[src/rtl/modem_status_irq.sv]
module modem_status_irq #(
  parameter int CNT_W        = 5,
  parameter int SYM_PER_BYTE = 4
) (
  input  logic             clk,
  input  logic             rst_n,
  input  logic             sym_tick,
  input  logic             wr_en,
  input  logic             wr_sel,
  input  logic [CNT_W-1:0] wr_data,
  input  logic             rd_en,
  output logic [3:0]       status,
  output logic             irq,
  output logic [1:0]       s_sym
);
  localparam int ACT_W = CNT_W + $clog2(SYM_PER_BYTE) + 1;

  logic [3:0]       mode;
  logic             buf_full, ibempty, srdy, irq_q;
  logic [ACT_W-1:0] buf_syms, act_cnt;

  wire irq_en  = mode[0];
  wire s_en    = mode[1];
  wire task_wr = wr_en & wr_sel & ~buf_full & (|wr_data);
  wire ev_load = sym_tick & (act_cnt <= ACT_W'(1)) & buf_full;
  wire ev_done = sym_tick & (act_cnt == ACT_W'(1)) & ~buf_full;
  wire ev_s    = sym_tick & (act_cnt == '0) & ~buf_full;
  wire set_irq = irq_en & (ev_load | ev_done | (ev_s & s_en));

  assign status = {irq_q, srdy, ibempty, ~buf_full};
  assign irq    = irq_q;

  always_ff @(posedge clk) begin
    if (!rst_n) begin
      mode     <= '0;
      buf_full <= 1'b0;
      buf_syms <= '0;
      act_cnt  <= '0;
      ibempty  <= 1'b1;
      srdy     <= 1'b0;
      irq_q    <= 1'b0;
      s_sym    <= '0;
    end else begin
      if (wr_en && !wr_sel) mode <= wr_data[3:0];
      if (task_wr) begin
        buf_full <= 1'b1;
        buf_syms <= ACT_W'(wr_data) * ACT_W'(SYM_PER_BYTE);
      end else if (ev_load) begin
        buf_full <= 1'b0;
      end
      if (ev_load)                        act_cnt <= buf_syms;
      else if (sym_tick && act_cnt != '0) act_cnt <= act_cnt - ACT_W'(1);
      if (task_wr)      ibempty <= 1'b0;
      else if (ev_done) ibempty <= 1'b1;
      if (ev_s) s_sym <= mode[3:2];
      if (ev_s && s_en) srdy <= 1'b1;
      else if (rd_en)   srdy <= 1'b0;
      if (set_irq)    irq_q <= 1'b1;
      else if (rd_en) irq_q <= 1'b0;
    end
  end

  p_task_clears_r2: assert property (@(posedge clk) disable iff (!rst_n)
    (wr_en && wr_sel && status[0] && wr_data != '0) |=> (!status[0] && !status[1]));

  p_drained_idle_r5: assert property (@(posedge clk) disable iff (!rst_n)
    status[1] |-> (act_cnt == '0 && status[0]));

  p_read_clears_r7: assert property (@(posedge clk) disable iff (!rst_n)
    (rd_en && !sym_tick) |=> (!irq && !status[2]));

  p_read_keeps_r7: assert property (@(posedge clk) disable iff (!rst_n)
    (rd_en && !sym_tick && !wr_en) |=> ($stable(status[0]) && $stable(status[1])));

  p_irq_gated_r8: assert property (@(posedge clk) disable iff (!rst_n)
    (irq && !$past(irq)) |-> $past(mode[0]));

  p_srdy_gated_r6: assert property (@(posedge clk) disable iff (!rst_n)
    (status[2] && !$past(status[2])) |-> ($past(mode[1]) && $past(sym_tick)));
endmodule

[config.mk]
export PLATFORM = sky130hd
export DESIGN_NAME = modem_status_irq
export DESIGN_NICKNAME = d
export VERILOG_FILES = /design/src/rtl/modem_status_irq.sv
export SDC_FILE = /design/constraint.sdc
export NUM_CORES = 1
export LEC_CHECK = 0
export ABC_CLOCK_PERIOD_IN_PS = 2100
export BUFFER_PORTS_ARGS = -buffer_cell sky130_fd_sc_hd__buf_2
export CORE_MARGIN = 3
export CORE_UTILIZATION = 54
export CTS_CLUSTER_SIZE = 16
export DETAILED_ROUTE_END_ITERATION = 8
export PLACE_DENSITY = 0.77
export RECOVER_POWER = 50
export REMOVE_ABC_BUFFERS = 1
export SYNTH_ARGS = -nofsm -noshare
export SYNTH_HDL_FRONTEND = slang
export SYNTH_SLANG_ARGS = --single-unit
[constraint.sdc]
create_clock -name clk -period 2.1 [get_ports clk]
set_input_delay 0.105 -clock clk [delete_from_list [all_inputs] [get_ports clk]]
set_output_delay 0.105 -clock clk [all_outputs]
set_load 0.03 [all_outputs]
# After elaboration in Yosys (flattened, before gate mapping)
# Index checks and enable logic that the tools add are counted.
# totals
ff_bits	23
in_bits	11
out_inout_bits	7
elab_cells	46
# classes
addsub	1
n_lt_le_gt_ge	1
eq_ne	1
n_mux	9
n_bitwise	14
n_reduce_logical	12
# ops
op	count
8-bit 2-to-1 mux	2
1-bit AND	11
2-bit nonzero test	5
8-bit by 1-bit == test with 1-bit output (second input constant)	1
8-bit by 1-bit less-or-equal comparator with 1-bit output (second input constant)	1
8-bit logical NOT	1
8-bit nonzero test	1
8-bit by 1-bit subtractor with 8-bit output (second input constant)	1
1-bit 2-to-1 mux	7
5-bit OR reduction	1
1-bit logical AND	3
1-bit bitwise OR	2
1-bit logical NOT	1
1-bit NOT	1

# Longest topological paths before layout
# Gate-level depths: netlist (run 1).
# logic_depth
depth_word	7
ltp_mapped	7
mapped_depth_nobuf	6

# Worst setup path after synthesis (run 1)
# OpenSTA, ideal clock, no wires.
# synth_path
path_kind	register to register
startpoint	register act_cnt[4]
endpoint	register act_cnt[6]
setup_time_ps	118
arrival_time_ps	1547
t_required_ps	1982
slack_ps	435
stages_incl_launch_ff	6
path_buffers	1
period_less_slack_ps	1665
cell_sequence	dfxtp_1 > or3_4 > or4_4 > buf_6 > o21ai_1 > a21oi_1
# synth_via
elab_chain_len	4
word_cells_on_any_way	9
cone_classes	add/sub: 1; order compare: 1; mux: 2; bitwise: 2; reduce/logical: 3
# synth_lines
item	line	source
start: declaration	20	logic [ACT_W-1:0] buf_syms, act_cnt;
start signal: assignment	51	if (ev_load) act_cnt <= buf_syms;
start signal: assignment	52	else if (sym_tick && act_cnt != '0) act_cnt <= act_cnt - ACT_W'(1);
8-bit by 1-bit less-or-equal comparator with 1-bit output	25	wire ev_load = sym_tick & (act_cnt <= ACT_W'(1)) & buf_full;
1-bit AND (2 in a row)	25	
8-bit 2-to-1 mux or 2-bit nonzero test (tied branches)	n/a	
# Several ways; a longest one is shown, not always the timed one. The select of a mux whose other input is x is not followed.
# A chain may end at the register's enable or synchronous reset.

# Worst setup path after layout (run 1)
# layout_path
startpoint	register act_cnt[1]
endpoint	register srdy
# layout_via
elab_chain_len	5
word_cells_on_any_way	6
cone_classes	mux: 1; bitwise: 2; reduce/logical: 3
# layout_lines
item	line	source
8-bit logical NOT *	27	wire ev_s = sym_tick & (act_cnt == '0) & ~buf_full;
1-bit AND * (2 in a row)	27	
1-bit logical AND *	56	if (ev_s && s_en) srdy <= 1'b1;
1-bit 2-to-1 mux or 2-bit nonzero test (tied branches)	n/a	
end signal: assignment	40	srdy <= 1'b0;
end signal: assignment	56	
end signal: assignment	57	else if (rd_en) srdy <= 1'b0;
end: declaration	19	logic buf_full, ibempty, srdy, irq_q;
# Mark *: on every way between the ends. The rest lies on a longest branch, timed or not.

==> results of run 1 <==
==> cell families after synthesis <==
kind of cell | Yosys count
AOI/OAI and AO/OA | 32
DFF | 23
muxes | 8
adders and majority gates | 3
xor gates and xnor gates | 2
and+or+nand+nor | 46
buffers and inverters | 15
==> layer usage <==
| layer | global-route usage | routed length (µm) | vias to the layer above |
|---|---|---|---|
| li1 | - | - | 479 |
| met3 | 0.0516 | 102 | 6 |
| met5 | 0 | 0 | - |
| met2 | 0.324 | 1100 | 22 |
| met1 | 0.225 | 1070 | 445 |
| met4 | 0.0742 | 41 | 0 |
==> sequential cells by signal, summed over array words and instances, names as in the netlist <==
| register | count |
|---|---|
| ibempty | 1 |
| buf_full | 1 |
| srdy | 1 |
| mode | 4 |
| buf_syms | 5 |
| act_cnt | 8 |
| irq | 1 |
| s_sym | 2 |
==> cell usage in the layout (no fill, tap or decap), types with 2 or more instances in the layout <==
cell type,n
o21ai_1,3
clkbuf_1,7
buf_2,10
inv_1,7
nand2_1,10
nand4_1,2
mux2i_1,8
ha_1,3
nand2b_1,2
nor2_1,7
a21oi_1,7
a21boi_0,4
clkbuf_4,3
a211oi_1,3
nor2b_1,10
a22oi_1,2
o21ai_0,4
a31oi_1,3
o21ai_2,2
dfxtp_1,23
nor3_1,5
==> Yosys cell counts (2+ instances only) <==
library cell	number
o21ai_1	4
mux2i_1	8
a21oi_1	7
buf_4	3
nor2_1	7
a211oi_1	3
a21boi_0	4
clkbuf_1	4
o21ai_0	3
nand2_1	10
a31oi_1	3
a22oi_1	2
nor2b_1	10
o21ai_2	2
inv_1	7
nand4_1	2
nand2b_1	2
dfxtp_1	23
ha_1	3
nor3_1	5
==> path summary, 6_finish.rpt <==
| kind | from | endpoint | slack (ps) | cells after the start |
|---|---|---|---|---|
| worst max-delay path | act_cnt[1]$_SDFFE_PN0P_ | srdy$_SDFFE_PN0P_ | 360 | 6 |
| worst min-delay path | wr_data[2] | buf_syms[4]$_SDFFE_PN0P_ | 40 | 3 |
| worst max register to register | act_cnt[1]$_SDFFE_PN0P_ | srdy$_SDFFE_PN0P_ | 360 | 6 |
| worst min register to register | buf_syms[5]$_SDFFE_PN0P_ | buf_syms[5]$_SDFFE_PN0P_ | 480 | 2 |
==> stage by stage <==
stage / instances / instance area (µm²) / setup WS, ps / hold slack [ps] / util
finish: 169 / 1240 / 358 / 39.3 / 0.624
global route: 169 / 1240 / 184 / 46.9 / 0.624
CTS: 169 / 1250 / 374 / 31.0 / 0.629
detailed placement: 165 / 1220 / 401 / 393 / 0.614
global placement: 165 / 1220 / 420 / 383 / 0.614
floorplan: 121 / 1100 / 483 / 181 / -
==> worst max-delay path, delay by kind of cell (launching register included) <==
kind | cells | cell delay, ps
flip-flops | 1 | 370
adder cells (fa/ha/maj) | 1 | 230
AND/OR/NAND/NOR | 3 | 770
AO/OA/AOI/OAI | 1 | 200
buffers and inverters | 1 | 130
==> power breakdown <==
part	switching (mW)	total (mW)	internal (mW)
Clock	0.153	0.226	0.0730
Combinational	0.436	0.757	0.321
Sequential	0.107	0.632	0.525
==> area by class of cell <==
class	count	area share
inverters	7	0.0212
clock buffers	3	0.0182
multi-input cells	91	0.493
flip-flops and latches	23	0.372
clock inverters	1	0.00607
repair buffers	17	0.0617
well taps	27	0.0273
==> run metrics, run 1 <==
crit path DAT=2020 ps; I/O Buffers=17; simple-gate share of the synthesized area=0.234; Main synth FF type=dfxtp_1; # IOs=18; Worst-Margin Slew=approximately 760 ps; DP HPWL=about 1700 µm; CTS sink count=23; die area=between 2000 and 3000 µm²; Max H-tree Level=1; Avg Cell Area, Syn=approximately 9 µm²; slew margin rel.=0.490; Max-Cap Viols=0; DRC errors left=0; min Tclk post-route=around 1700 ps; Post-synth EDFFs=0; WL per Instance=approximately 14 µm; sequential area share after synthesis=0.402; synthesized flop and latch total=23; Synth async-reset ratio=0; Slew Limit Fails=0; largest net degree at the start of global routing=22; fin crit share=0.830; xor and xnor fraction of the mapped netlist area=0.0153; Max Freq=approximately 570 MHz; CTS clk-pin slew, worst paths=roughly 140 ps; largest family of logic cells by synthesized area=simple AND/OR/NAND/NOR gates; RSZ-0062 raised after global routing=no; overall routing resource usage=0.191; CP Data Required Time=~2400 ps; CTS buffer count=3; Setup TNS=0 ps; Area Overhead vs Synth=7.97%; first-pass GRT wire length=around 3800 µm; Via density=5.63; # diodes=0; total grt overflow=0; CTS max path bufs=2; worst skew pair latency=about 330 ps; VDD IR max=approximately 0.68 mV; final wirelength=roughly 2300 µm; cell count after synthesis=129; hold buffer count at CTS=0; # resized after CTS=0; adder-cell share of the synthesized area=0.0328; Worst path max stage delay=roughly 370 ps; status=finished clean; Core Footprint=roughly 2000 µm²; crit-path max FO=5; startpoint types=flop; Static Leak=0.497 nW; area of the multi-input gates=611 µm²; cell taking the most area after synthesis=dfxtp_1; row cnt=16; number of global-route vias before repair=877; root buffer cell=clkbuf_4; CP Capture Type=flop; total power=roughly 1.6 mW; share of the synthesized area in the top cell type=0.402; sequential cell area=460 µm²; Setup CP Type=reg -> reg; Clock Skew=between 4 and 5 ps; remaining antenna violation count=0; RePlAce Congestion=roughly 0.8; # setup viols final=0; final hold vios=0; Max stage delay cell, worst path=dfxtp_1; Final #Nets=between 150 and 200; antenna violations before repair=0; Mapped Area=around 1100 µm²; # fillers=179; Synth Area in Compound Gates=0.181; via count=about 950; layout cells sized above 1=0.141; Die W=around 52 µm; hold crit path type=in -> reg; mux contribution to synthesized area=0.0699; Distinct cells, synth=37; DIE HEIGHT=52.1 µm; Initial Util=0.578; Power Dens Cells=1310 nW/µm²; initial drt markers=29; synth top area cells=dfxtp_1 40%, mux2i_1 7.0%, nor2b_1 5.5%, ha_1 3.3%, nand2_1 3.3%; postcts setup bufs=0; 1st-pass router iterations=4; Yosys Warn Count=0; critical path cell sequence=inv_1 > ha_1 > nor2b_1 > nand4_1 > o2bb2ai_1 > and2_1; CTS tree=done
Note: power is estimated with default switching activity, not from simulation.
==> run 2: changes to the inputs <==
ABC_CLOCK_PERIOD_IN_PS = 1600   (was 2100)
CORE_UTILIZATION = 49   (was 54)
PLACE_DENSITY = 0.73   (was 0.77)
clock period = 1.6 ns   (was 2.1 ns; I/O delays follow)
==> run 2 against run 1 <==
Against the previous run:
- the flow now finishes with violations (negative setup slack)
- register-to-register slack got worse by 360 ps
- non-clock buffer count increased by 15
- clock power increased by 15%
- critical endpoint is now act_cnt[6]$_SDFFE_PN0P_
- largest cell class unchanged
- largest power group unchanged
- highest routed layer unchanged
==> run metrics, run 2 (synthesis results as in run 1) <==
status=finished with violations (was finished clean); failing checks=negative setup slack; Setup TNS=-5.86 ps (was 0 ps); max FFs per register=8 (unchanged); first-pass GRT wire length=3960 µm (was 3840 µm); Area Overhead vs Synth=23.7% (was 7.97%); min Tclk post-route=1610 ps (was 1740 ps); final core occ=0.681 (was 0.624); critical path startpoint=act_cnt[4]$_SDFFE_PN0P_ (was act_cnt[1]$_SDFFE_PN0P_); Max Freq=623 MHz (was 574 MHz); CP Capture Type=flop (unchanged); register name with the most flops=act_cnt (unchanged); crit-path max FO=6 (was 5); CTS buffer count=3 (unchanged); final wirelength=2440 µm (was 2320 µm); Worst-Margin Slew=383 ps (was 757 ps); hold crit path type=in -> reg (unchanged); overall routing resource usage=0.185 (was 0.191); RSZ-0062 raised after global routing=yes (was no); pre-CTS setup slack=-16.2 ps (was 401 ps); number of global-route vias before repair=936 (was 877); antenna violations before repair=0 (unchanged); largest net degree at the start of global routing=22 (unchanged); Initial Util=0.550 (was 0.578); layout cells sized above 1=0.316 (was 0.141); R2R Setup Slk=-6 ps (was 360 ps); cell family with most CP delay=simple AND/OR/NAND/NOR gates (unchanged); Setup CP Type=reg -> reg (unchanged); r2r endpoint=act_cnt[6]$_SDFFE_PN0P_ (was srdy$_SDFFE_PN0P_); slew margin rel.=0.745 (was 0.490); Via density=5.39 (was 5.63); # setup viols final=1 (was 0); Max H-tree Level=1 (unchanged); Core Footprint=2080 µm² (was 1980 µm²); most frequent cells in the layout=21 x dfxtp_1, 15 x buf_4, 11 x buf_2 (was 23 x dfxtp_1, 10 x nor2b_1, 10 x nand2_1, 10 x buf_2, 8 x mux2i_1); initial drt markers=13 (was 29); Static Leak=0.596 nW (was 0.497 nW); CTS sink count=23 (unchanged); Final #Nets=173 (was 157); Power Dens Cells=1820 nW/µm² (was 1310 nW/µm²); WL per Instance=13.2 µm (was 13.7 µm); Worst path max stage delay=590 ps (was 370 ps); Crit Reg-Reg Startpoint=act_cnt[4]$_SDFFE_PN0P_ (was act_cnt[1]$_SDFFE_PN0P_); Critical Path Sink=act_cnt[6]$_SDFFE_PN0P_ (was srdy$_SDFFE_PN0P_); stages on the worst setup path=4 (was 6); I/O Buffers=17 (unchanged); die area=2960 µm² (was 2710 µm²); Slew Limit Fails=0 (unchanged); CTS clk-pin slew, worst paths=110 ps (was 140 ps); # fillers=186 (was 179); # diodes=0 (unchanged); worst skew pair latency=310 ps (was 330 ps); top flop regs=act_cnt x8, buf_syms x5, mode x4 (unchanged); commonest non-fill, non-tap cell in the layout=dfxtp_1 (unchanged); Max stage delay cell, worst path=or4_4 (was dfxtp_1); CTS tree=done (unchanged); final hold vios=0 (unchanged); DRC errors left=0 (unchanged); DIE HEIGHT=54.4 µm (was 52.1 µm); CP Data Required Time=1800 ps (was 2380 ps); RePlAce Congestion=0.756 (was 0.823); remaining antenna violation count=0 (unchanged); crit path buf inv count=0 (was 1); Max-Cap Viols=0 (unchanged); crit path DAT=1810 ps (was 2020 ps); critical path cell sequence=or3_4 > or4_4 > o21ai_1 > a21oi_1 (was inv_1 > ha_1 > nor2b_1 > nand4_1 > o2bb2ai_1 > and2_1); row cnt=16 (unchanged); VDD IR max=1.05 mV (was 0.676 mV); hold path start=wr_data[3] (was wr_data[2]); root buffer cell=clkbuf_4 (unchanged); total grt overflow=0 (unchanged); fin crit share=1.00 (was 0.830); 1st-pass router iterations=4 (unchanged); via count=997 (was 952); R2R cell count=4 (was 6); postcts setup bufs=0 (unchanged); CTS max path bufs=2 (unchanged); PnR worst setup slack=-5.86 ps (was 358 ps); startpoint types=flop (unchanged); DP HPWL=1840 µm (was 1680 µm); # IOs=18 (unchanged); Die W=54.4 µm (was 52.1 µm); hold buffer count at CTS=0 (unchanged); Clock Skew=15.2 ps (was 4.77 ps)
run 2: where the power goes:
group          switching (mW)  internal, mW
sequential              0.107         0.701
clock                   0.168        0.0934
combinational           0.749         0.767
total                    1.02          1.56
run 2: final cells by class:
class                           instances  area, µm²  area share
Clock buffer                            3       22.5      0.0159
Sequential cell                        23        465       0.328
Timing Repair Buffer                   32        190       0.134
Tap cell                               27       33.8      0.0238
Inverter                                7       26.3      0.0185
Clock inverter                          1       5.00     0.00353
Multi-Input combinational cell         92        674       0.476
run 2: stage by stage:
stage	instance area, µm²	hold slack, ps	power [mW]	instances
4_1_cts	1400	28.2	2.53	185
5_1_grt	1420	48.3	2.77	185
3_3_place_gp	1330	360	2.11	180
3_5_place_dp	1330	366	2.15	180
2_1_floorplan	1100	156	1.58	121
6_report	1420	39.7	2.58	185
run 2: how the worst min path moves through the flow:
stage                               endpoint  slack [ps]  cells past startpoint
floorplan               ibempty$_SDFFE_PN1P_         160                      1
global placement    buf_syms[5]$_SDFFE_PN0P_         360                      3
detailed placement  buf_syms[5]$_SDFFE_PN0P_         370                      3
CTS                 buf_syms[5]$_SDFFE_PN0P_          30                      3
global route        buf_syms[5]$_SDFFE_PN0P_          50                      3
finish              buf_syms[5]$_SDFFE_PN0P_          40                      3
run 2: worst register-to-register path, delay by kind of cell, from the launching register on:
family	cells	cell delay, ps
compound gates	2	190
simple gates	2	980
flops	1	340
run 2: metal layers:
metal / global-route usage / part of all wire / up-vias
li1: - / - / 524
met1: 0.221 / 0.46 / 449
met2: 0.325 / 0.49 / 21
met3: 0.0327 / 0.041 / 3
met4: 0.0747 / 0.0094 / 0
met5: 0 / 0 / -
run 2: timing repair:
| action | CTS | global route |
|---|---|---|
| resized for setup | 13 | 6 |
| gates cloned | 1 | 0 |
| pin swaps | 1 | 2 |
| endpoints found under the hold margin | 0 | 0 |
| endpoints found under the setup margin | 9 | 11 |
